[src/rtl/tdm_frame_mux_pkg.sv]
package tdm_frame_mux_pkg;
  localparam int unsigned DEF_NUM_CH = 24;
  localparam int unsigned DEF_CH_W   = 8;

  typedef enum logic {
    MODE_BIT  = 1'b0,
    MODE_WORD = 1'b1
  } tdm_mode_e;
endpackage

[src/rtl/tdm_slot_ctr.sv]
module tdm_slot_ctr #(
  parameter int unsigned NUM_CH = 24,
  localparam int unsigned SLOT_W = $clog2(NUM_CH)
) (
  input  logic              clk_i,
  input  logic              rst_ni,
  output logic [SLOT_W-1:0] slot_o,
  output logic              last_o,
  output logic              frame_start_o
);
  localparam logic [SLOT_W-1:0] LAST_SLOT = SLOT_W'(NUM_CH - 1);

  logic [SLOT_W-1:0] slot_q;
  logic              fs_q;

  assign last_o = (slot_q == LAST_SLOT);

  always_ff @(posedge clk_i or negedge rst_ni) begin
    if (!rst_ni) begin
      slot_q <= '0;
      fs_q   <= 1'b1;
    end else if (last_o) begin
      slot_q <= '0;
      fs_q   <= 1'b1;
    end else begin
      slot_q <= slot_q + 1'b1;
      fs_q   <= 1'b0;
    end
  end

  assign slot_o        = slot_q;
  assign frame_start_o = fs_q;
endmodule

[src/rtl/tdm_phase_ctl.sv]
module tdm_phase_ctl
  import tdm_frame_mux_pkg::*;
#(
  parameter int unsigned CH_W = 8,
  localparam int unsigned BIT_W = $clog2(CH_W)
) (
  input  logic             clk_i,
  input  logic             rst_ni,
  input  logic             frame_end_i,
  input  logic             word_mode_i,
  output logic             capture_o,
  output tdm_mode_e        mode_o,
  output logic [BIT_W-1:0] bit_sel_o,
  output logic             primed_o
);
  localparam logic [BIT_W-1:0] TOP_BIT = BIT_W'(CH_W - 1);

  tdm_mode_e        mode_q;
  logic [BIT_W-1:0] bit_sel_q;
  logic             primed_q;
  logic             need_load;

  // load on first frame, any byte-mode boundary, mode exit, or bits exhausted
  assign need_load = !primed_q || word_mode_i || (mode_q == MODE_WORD) ||
                     (bit_sel_q == '0);
  assign capture_o = frame_end_i && need_load;

  always_ff @(posedge clk_i or negedge rst_ni) begin
    if (!rst_ni) begin
      mode_q    <= MODE_BIT;
      bit_sel_q <= TOP_BIT;
      primed_q  <= 1'b0;
    end else if (frame_end_i) begin
      mode_q <= word_mode_i ? MODE_WORD : MODE_BIT;
      if (need_load) begin
        primed_q  <= 1'b1;
        bit_sel_q <= TOP_BIT;
      end else begin
        bit_sel_q <= bit_sel_q - 1'b1;
      end
    end
  end

  assign mode_o    = mode_q;
  assign bit_sel_o = bit_sel_q;
  assign primed_o  = primed_q;
endmodule

[src/rtl/tdm_chan_store.sv]
module tdm_chan_store #(
  parameter int unsigned NUM_CH = 24,
  parameter int unsigned CH_W   = 8,
  localparam int unsigned TOT_W = NUM_CH * CH_W
) (
  input  logic             clk_i,
  input  logic             rst_ni,
  input  logic             capture_i,
  input  logic [TOT_W-1:0] data_i,
  output logic [TOT_W-1:0] hold_o
);
  for (genvar c = 0; c < NUM_CH; c++) begin : g_ch
    logic [CH_W-1:0] byte_q;
    always_ff @(posedge clk_i or negedge rst_ni) begin
      if (!rst_ni)        byte_q <= '0;
      else if (capture_i) byte_q <= data_i[c*CH_W +: CH_W];
    end
    assign hold_o[c*CH_W +: CH_W] = byte_q;
  end
endmodule

[src/rtl/tdm_out_sel.sv]
module tdm_out_sel
  import tdm_frame_mux_pkg::*;
#(
  parameter int unsigned NUM_CH = 24,
  parameter int unsigned CH_W   = 8,
  localparam int unsigned SLOT_W = $clog2(NUM_CH),
  localparam int unsigned BIT_W  = $clog2(CH_W),
  localparam int unsigned TOT_W  = NUM_CH * CH_W
) (
  input  logic [TOT_W-1:0]  hold_i,
  input  logic [SLOT_W-1:0] slot_i,
  input  logic [BIT_W-1:0]  bit_sel_i,
  input  tdm_mode_e         mode_i,
  input  logic              primed_i,
  output logic              ser_o,
  output logic              ser_vld_o,
  output logic [CH_W-1:0]   byte_o,
  output logic              byte_vld_o
);
  logic [CH_W-1:0] cur;

  always_comb begin
    cur = '0;
    for (int c = 0; c < int'(NUM_CH); c++) begin
      if (slot_i == SLOT_W'(c)) cur = hold_i[c*CH_W +: CH_W];
    end
  end

  assign ser_vld_o  = primed_i && (mode_i == MODE_BIT);
  assign byte_vld_o = primed_i && (mode_i == MODE_WORD);
  assign ser_o      = ser_vld_o ? cur[bit_sel_i] : 1'b0;
  assign byte_o     = byte_vld_o ? cur : '0;
endmodule

[src/rtl/tdm_frame_mux.sv]
module tdm_frame_mux
  import tdm_frame_mux_pkg::*;
#(
  parameter int unsigned NUM_CH = DEF_NUM_CH,
  parameter int unsigned CH_W   = DEF_CH_W,
  localparam int unsigned SLOT_W = $clog2(NUM_CH),
  localparam int unsigned BIT_W  = $clog2(CH_W),
  localparam int unsigned TOT_W  = NUM_CH * CH_W
) (
  input  logic              clk_i,
  input  logic              rst_ni,
  input  logic              word_mode_i,
  input  logic [TOT_W-1:0]  chan_data_i,
  output logic              ser_o,
  output logic              ser_vld_o,
  output logic [CH_W-1:0]   byte_o,
  output logic              byte_vld_o,
  output logic [SLOT_W-1:0] slot_o,
  output logic              frame_start_o
);
  logic              frame_end;
  logic              capture;
  tdm_mode_e         mode;
  logic [BIT_W-1:0]  bit_sel;
  logic              primed;
  logic [TOT_W-1:0]  hold;

  tdm_slot_ctr #(.NUM_CH(NUM_CH)) u_ctr (
    .clk_i         (clk_i),
    .rst_ni        (rst_ni),
    .slot_o        (slot_o),
    .last_o        (frame_end),
    .frame_start_o (frame_start_o)
  );

  tdm_phase_ctl #(.CH_W(CH_W)) u_phase (
    .clk_i       (clk_i),
    .rst_ni      (rst_ni),
    .frame_end_i (frame_end),
    .word_mode_i (word_mode_i),
    .capture_o   (capture),
    .mode_o      (mode),
    .bit_sel_o   (bit_sel),
    .primed_o    (primed)
  );

  tdm_chan_store #(.NUM_CH(NUM_CH), .CH_W(CH_W)) u_store (
    .clk_i     (clk_i),
    .rst_ni    (rst_ni),
    .capture_i (capture),
    .data_i    (chan_data_i),
    .hold_o    (hold)
  );

  tdm_out_sel #(.NUM_CH(NUM_CH), .CH_W(CH_W)) u_out (
    .hold_i     (hold),
    .slot_i     (slot_o),
    .bit_sel_i  (bit_sel),
    .mode_i     (mode),
    .primed_i   (primed),
    .ser_o      (ser_o),
    .ser_vld_o  (ser_vld_o),
    .byte_o     (byte_o),
    .byte_vld_o (byte_vld_o)
  );
endmodule

[config.mk]
export PLATFORM = sky130hd
export DESIGN_NAME = tdm_frame_mux
export DESIGN_NICKNAME = d
export VERILOG_FILES = /design/src/rtl/tdm_frame_mux_pkg.sv /design/src/rtl/tdm_slot_ctr.sv /design/src/rtl/tdm_phase_ctl.sv /design/src/rtl/tdm_chan_store.sv /design/src/rtl/tdm_out_sel.sv /design/src/rtl/tdm_frame_mux.sv
export SDC_FILE = /design/constraint.sdc
export NUM_CORES = 1
export LEC_CHECK = 0
export ABC_AREA = 0
export BUFFER_PORTS_ARGS = -buffer_cell sky130_fd_sc_hd__buf_2
export CORE_ASPECT_RATIO = 0.8
export CORE_MARGIN = 2
export CORE_UTILIZATION = 60
export CTS_CLUSTER_SIZE = 16
export DETAILED_ROUTE_END_ITERATION = 10
export PLACE_DENSITY = 0.86
export RECOVER_POWER = 50
export SYNTH_ARGS = -nofsm -noshare
export SYNTH_HDL_FRONTEND = slang
export SYNTH_HIERARCHICAL = 1
export SYNTH_SLANG_ARGS = --single-unit
[constraint.sdc]
create_clock -name clk_i -period 5.47 [get_ports clk_i]
set_input_delay 1.094 -clock clk_i [delete_from_list [all_inputs] [get_ports clk_i]]
set_output_delay 1.094 -clock clk_i [all_outputs]
set_load 0.01 [all_outputs]
# Yosys cells after proc, flatten, opt, wreduce, memory -nomap -nowiden
# Index checks and enable logic that the tools add are counted.
op_classes:
  n_addsub: 2
  order_cmp: 1
  n_eq_ne: 23
  mux: 32
  bitwise_logic: 1
  reduce_logical: 10
op_table:
  columns: ["cell", "count"]
  rows:
  - ["$mux 8", 25]
  - ["$eq 5x4->1 const B", 8]
  - ["$eq 5x5->1 const B", 8]
  - ["$eq 5x3->1 const B", 4]
  - ["$eq 5x2->1 const B", 2]
  - ["$add 5x1->5 const B", 1]
  - ["$eq 5x1->1 const B", 1]
  - ["$logic_not 5->1", 1]
  - ["$mux 5", 1]
  - ["$lt 3x4->1 const B", 1]
  - ["$mux 1", 4]
  - ["$bmux 1 s3", 1]
  - ["$logic_and 1x1->1", 3]
  - ["$logic_not 3->1", 1]
  - ["$logic_or 1x1->1", 3]
  - ["$mux 3", 1]
  - ["$sub 3x1->3 const B", 1]
  - ["$reduce_and 2->1", 1]
  - ["$logic_not 1->1", 1]
  - ["$not 1->1", 1]
totals:
  regBits: 203
  in_bits: 195
  output_inout_bits: 17
  elab_cells: 98

# Depth between registers and ports, before layout
# Gate-level depths: netlist (run 1).
depth:
  ltp_word: 28
  depth_mapped: 12
  ltp_nobuf: 8

# Modules after synthesis
# Netlist (run 1), hierarchy kept.
modules_own_cells:
  columns: ["module", "instances", "cells_each", "area_each_um2", "seq_area_each_um2"]
  rows:
  - ["tdm_chan_store", 1, 405, 7196.9, 4804.6]
  - ["tdm_out_sel", 1, 407, 2722.6, 0.0]
  - ["tdm_phase_ctl", 1, 22, 252.7, 128.9]
  - ["tdm_slot_ctr", 1, 16, 242.7, 151.4]

# Worst setup path after synthesis (run 1)
# Ideal clock, no wire load.
synth_path:
  path_type: "register -> output"
  from: "register u_ctr.slot_q[2] (netlist: u_ctr/slot_o[2])"
  to: "output ser_o"
  t_arrival_ns: 2.180
  required_time_ns: 4.376
  setup_slack_ns: 2.196
  path_stages_with_launch: 10
  path_buffers: 1
  cell_sequence: "dfrtp_1 buf_6 or3b_4 or3_1 o311ai_1 a211o_1 nand4_1 a21oi_1 o2111ai_1 nor3_2"
synth_via:
  elab_chain_cells: 28
  elab_cells_between_ends: 51
  classes_between: "eq/ne (23); mux (27); reduce/logical (1)"
synth_rtl:
  columns: ["element", "line_no", "source"]
  rows:
  - ["from (decl)", "tdm_slot_ctr.sv:13", "logic [SLOT_W-1:0] slot_q;"]
  - ["from (signal assigned)", "tdm_slot_ctr.sv:26", "slot_q <= slot_q + 1'b1;"]
  - ["$logic_not 5->1", "tdm_out_sel.sv:25", "if (slot_i == SLOT_W'(c)) cur = hold_i[c*CH_W +: CH_W];"]
  - ["$mux 8 (23 in a row)", "tdm_out_sel.sv:25", null]
  - ["$mux 8 *", "tdm_out_sel.sv:25", null]
  - ["$bmux 1 s3 *", "tdm_out_sel.sv:31", "assign ser_o = ser_vld_o ? cur[bit_sel_i] : 1'b0;"]
  - ["$mux 1 (not written as such) *", "tdm_out_sel.sv:31", null]
  - ["$mux 1 *", "tdm_out_sel.sv:31", null]
  - ["to (decl)", "tdm_frame_mux.sv:14", "output logic ser_o,"]
# Every way passes the cells marked *; elsewhere a longest branch is shown, timed or not. The select of a mux whose other input is x is not followed.

# Worst setup path after layout (run 1)
# Ends and elaborated chain as after synthesis.

==> impl_metrics.ini, run 1 <==
[yosys]
synth_mux_area_frac = 0.251
synth_top_cell_by_area = dfrtp_1
syn_inst = 850
synthFlopType = dfrtp_1
synth_edf_count = 0
yosysSeqAreaShare = 0.488
avgSynthCellArea_um2 = 12.3
synth.area.top_cells = dfrtp_1, mux2_2, buf_6
synth_fa_ha_area_frac = 0.00360
yosys_warnings = 6
synthXorXnorAreaFrac = 0.000841
synth-async-reset-ratio = 1.00
synth_top_family_by_area = multiplexers
netlist_area_um2 = 10400
post_synth_num_cell_types = 81
synthSimpleGateAreaFrac = 0.0869
synth-compound-area-share = 0.116
synth-seq-cells = 203
yosysTopAreaCellShare = 0.478
synth_fp_nets = 1048

[placement]
portBuffers = 211
placed_area_um2 = 11400
hpwl_mm = 21.6
gp_routability_congestion = 1.04

[global_route]
met3_usage = 0.0633
use_met2 = 0.500
grt_pass1_wl_mm = 45.2
first_global_vias = 7984
grt_usage = 0.326
grt_busiest_layer = met2
grt_max_degree = 106
grtUsageMet1 = 0.474
grt.overflow.total = 0
antenna_found_initial = 0

[floorplanning]
rows = 43
die_y_um = 122
io-pin-count = 212
die_w_um = 151
dieArea_um2 = 18400
core_area_um2 = 17200
initial_core_util = 0.607

[worst_setup_path]
critPathRequiredTime_ps = 4380
crit_chain = buf_4 > and2b_1 > a21oi_1 > o221a_2 > a31oi_1 > a211oi_1 > a211oi_2 > o2111ai_1 > nor3_2 > buf_2
cpMaxStageDelayCell = dfrtp_2
arrival_ps = 3740
cp-end-kind = output pin
critPathMaxStageDelay_ps = 870
rr_worst_depth = 5
worstPathMaxFanout = 38
crit_type = reg -> out
worst_setup_path_start_kind = flip-flop

[hold_path]
hold_path.class = reg -> reg
min_path_cells = 1

[clock_tree]
insertion_delay_ps = 500
htreeDepth = 1
path_clk_slew_ps = 60
cts_setup_buffers = 0
cts_resized = 0
cts_tree = done
clockRootBuffer = clkbuf_16
cts.sinks = 203
cts_hold_buffers = 0
cts_buffers = 20
clock_path_buffers = 3

[routing]
routed_via_density = 6.26
drc_errors = 0
wl_per_cell_um = 23.7
drtPass1Iterations = 7
drt_wl_total_mm = 30.1
drtIter0Drc = 926
postRouteAntennaNets = 0
dr_total_vias = 7950

[power]
p_leak_nw = 5.20
power_density_nw_per_um2 = 282
ir_worst_vdd_v = 0.000210

[cells_and_area]
final_common_cell = buf_2
stdcell_area_um2 = 12100
layout_common_cells = buf_2, mux2_2, dfrtp_1
num-fill-cells = 1225
regArea_um2 = 5090
antenna_cells = 0
area_growth_pct = 15.8
layout.nets = 1228
drive_gt1_frac = 0.464
multi_input_area_um2 = 4770

[sta]
timing.fmax_mhz = 207
finalSetupViolCount = 0
grt_setup_unrepaired = no
tns_ps = 0
clock_skew_ps = 14.0
hold_viol = 0
fin_crit_ps = 4840
drv_slew = 105
fin_crit_sh = 0.884
tightest_slew_ps = 2570
maxSlewHeadroom = -0.715

[flow_run]
maxCapViolCount = 1

[status]
status = complete, but fails checks
violations = capacitance limit, slew limit
## routing by layer
layer,vias to the layer above,routed length [µm]
li1,3520,-
met4,0,1010
met2,437,13400
met3,65,2850
met1,3928,12800
met5,-,0
## worst max-delay path, delay by kind of cell (launching register included)
| kind | cells | cell delay, ps |
|---|---|---|
| simple gates | 2 | 420 |
| compound gates | 6 | 1460 |
| buf+inv | 2 | 470 |
| flops | 1 | 870 |
## per-stage QoR
step,power (mW),cells,hold slack [ps],worst slack [ps],utilization
floorplan,1.83,850,471,2200,-
global placement,2.00,1233,483,1260,0.665
detailed placement,2.01,1233,490,1270,0.665
CTS,3.41,1269,504,728,0.704
global route,3.52,1269,511,515,0.703
finish,3.40,1269,505,633,0.703
## power breakdown
group          switching [mW]  internal [mW]
clock                   0.592          0.820
combinational           0.132          0.165
sequential             0.0806           1.61
total                   0.804           2.60
## registers in the layout, summed over array words and instances, names as in the netlist
name                 count
u_store/g_ch.byte_q    192
u_ctr/slot_o             5
u_phase/bit_sel_o        3
u_ctr/frame_start_o      1
u_phase/mode_o           1
u_phase/primed_o         1
## synth_stat cells, types with 3 or more instances
library cell and count:
mux2_2 201, dfrtp_1 199, a21oi_1 52, nor2_1 39, mux2i_1 28, buf_6 26, o21ai_0 25, nand2_1 22
buf_2 17, nor2b_1 15, inv_1 13, a211oi_1 12, buf_4 12, nand2b_1 12, nand3_1 12, a31oi_1 9
clkbuf_1 8, o211ai_1 8, nor3_1 7, a221o_1 6, o2111ai_1 6, or3_1 6, a211o_1 5, nand4b_1 5
a21boi_0 4, a22oi_1 4, dfstp_2 4, nand3b_1 4, o221ai_1 4, or2_2 4, a22o_1 3, a2bb2oi_1 3
a32oi_1 3, and4b_1 3, ha_1 3, o22ai_1 3, o2bb2ai_1 3, o32ai_1 3
## kinds of logic after synthesis
family          after synthesis
buf+inv                      78
compound gates              176
mux                         233
xor+xnor                      1
simple gates                156
fa+ha+maj                     3
flops                       203
## path summary, 6_finish.rpt
check	start	end	slack (ps)
hold / removal	u_store/g_ch[6].byte_q[0]	u_store/g_ch[6].byte_q[0]	500
max in group asynchronous	rst_ni	u_ctr/slot_o[1]	2290
hold reg to reg	u_store/g_ch[6].byte_q[0]	u_store/g_ch[6].byte_q[0]	500
setup / recovery	u_ctr/slot_o[2]	ser_o	630
min in group asynchronous	rst_ni	u_ctr/slot_o[4]	1360
setup reg to reg	u_ctr/slot_o[1]	u_store/g_ch[23].byte_q[2]	2270
## layout make-up
type / count / share of cell area
well taps: 225 / 0.0233
inverters: 14 / 0.00436
clock buffers: 29 / 0.0502
flip-flops and latches: 203 / 0.422
clock inverters: 7 / 0.00591
repair buffers: 222 / 0.0985
multi-input cells: 569 / 0.396
(Power assumes the default switching activity.)
==> run 2: changes to the inputs <==
Settings changed: CORE_ASPECT_RATIO 0.8 to 0.5.
==> run 2 against run 1 <==
The flow still finishes with violations (capacitance limit, slew limit); global-route usage rose by 3.1 points; final cell count rose by 0.39%; via count rose by 1.1%; final area fell by 0.12%; clock-buffer cell count fell by 4; clock skew rose by 1.0 ps; register-to-register slack got worse by 870 ps; core utilization rose by 1.9 points; largest cell class unchanged; highest routed layer is now met5.
==> impl_metrics.ini, run 2 (synthesis results as in run 1) <==
[routing]
drc_errors = 0
wl_per_cell_um = 25.8
dr_total_vias = 8035
drt_wl_total_mm = 32.9
drtIter0Drc = 837
routed_via_density = 6.31
drtPass1Iterations = 5
postRouteAntennaNets = 0

[clock_tree]
cts.sinks = 203
cts_setup_buffers = 0
clock_path_buffers = 3
cts_tree = done
path_clk_slew_ps = 70
cts_hold_buffers = 0
htreeDepth = 1
clockRootBuffer = clkbuf_16
insertion_delay_ps = 500
cts_buffers = 19
cts_resized = 0

[status]
status = complete, but fails checks
violations = capacitance limit, slew limit

[global_route]
grt.overflow.total = 0
grt_usage = 0.357
antenna_found_initial = 2
first_global_vias = 8156
grt_max_degree = 104
grt_pass1_wl_mm = 49.6

[sta]
finalSetupViolCount = 0
worst_hold_slack_ps = 507
timing.fmax_mhz = 198
maxSlewHeadroom = -0.638
clock_skew_ps = 15.0
fin_crit_sh = 0.921
fin_crit_ps = 5040
tightest_slew_ps = 2460
finalWorstSetupSlack_ps = 432
drv_slew = 101
hold_viol = 0
tns_ps = 0
grt_setup_unrepaired = no

[placement]
portBuffers = 211
gp_routability_congestion = 0.956
placed_area_um2 = 11400
hpwl_mm = 24.4
pre_cts_slack_ps = 1190
placedCellCount = 1239

[power]
p_leak_nw = 5.19
power_mw = 3.36
power_density_nw_per_um2 = 279
ir_worst_vdd_v = 0.000252

[cells_and_area]
layout.nets = 1231
largest_reg_flops = 192
num-fill-cells = 1136
stdcell_area_um2 = 12000
layout_common_cells = buf_2, mux2_2, dfrtp_1
area_growth_pct = 15.7
drive_gt1_frac = 0.463
largest-register = u_store/g_ch.byte_q
fin_util = 0.722
fin_cells = 1274
final_common_cell = buf_2

[hold_path]
hold_path.class = reg -> reg
min_from = u_store/g_ch[5].byte_q[0]
min_path_cells = 1

[worst_setup_path]
critPathMaxStageDelay_ps = 920
rr_worst_depth = 6
r2r-start = u_ctr/slot_o[1]
crit_chain = clkbuf_1 > mux2_2 > nand3_1 > a31oi_1 > o32a_1 > a211oi_1 > a211oi_2 > o2111ai_1 > nor3_2 > buf_2
crit_start = u_ctr/slot_o[1]
worst_setup_path_start_kind = flip-flop
arrival_ps = 3940
worstPathMaxFanout = 63
critPathRequiredTime_ps = 4380
cp-end-kind = output pin
crit_type = reg -> out
cpMaxStageDelayCell = dfrtp_4

[flow_run]
maxCapViolCount = 1

[floorplanning]
core_area_um2 = 16700
io-pin-count = 212
die_y_um = 97.2
die_w_um = 190
initial_core_util = 0.624
rows = 33
dieArea_um2 = 18500
[run 2: changes by cell type in the layout (fill, tap and decap cells not counted), sizes merged]
cell,previous run,this run
buf,221,223
bufinv,1,2
clkbuf,30,28
clkinv,3,4
clkinvlp,3,2
diode,0,1
inv,14,15
[run 2: metal layers]
layer / routed length, µm / track usage / vias up / part of all wire
li1: - / - / 3517 / -
met1: 15000 / 0.537 / 4049 / 0.46
met2: 14100 / 0.517 / 422 / 0.43
met3: 3210 / 0.0986 / 45 / 0.098
met4: 549 / 0.0650 / 2 / 0.017
met5: 78 / 0.0330 / - / 0.0024
[run 2: path summary, 6_finish.rpt]
check                                       endpoint  slack [ps]
max                                            ser_o         430
min                        u_store/g_ch[5].byte_q[0]         510
max reg2reg                u_store/g_ch[7].byte_q[7]        1400
min reg2reg                u_store/g_ch[5].byte_q[0]         510
max in group asynchronous            u_ctr/slot_o[1]        2400
min in group asynchronous  u_store/g_ch[6].byte_q[4]        1350
[run 2: where the power goes]
group	internal [mW]	total, mW	leakage (nW)	switching, mW
Sequential	1.61	1.69	2.36	0.0810
Clock	0.780	1.36	0.308	0.584
Combinational	0.165	0.303	2.52	0.139
[run 2: worst max-delay path, delay by kind of cell, from the launching register on]
family,cells,cell delay (ps)
DFF,1,920
buffers and inverters,2,810
and+or+nand+nor,2,160
muxes,1,420
AOI/OAI and AO/OA,5,1130
[run 2: final cells by class]
class	instances	area, µm²	share of cell area
Timing Repair Buffer	226	1210	0.101
Tap cell	227	284	0.0236
Multi-Input combinational cell	569	4770	0.396
Clock inverter	9	104	0.00862
Sequential cell	203	5090	0.423
Clock buffer	25	528	0.0438
Antenna cell	1	2.50	0.000208
Inverter	14	52.6	0.00436
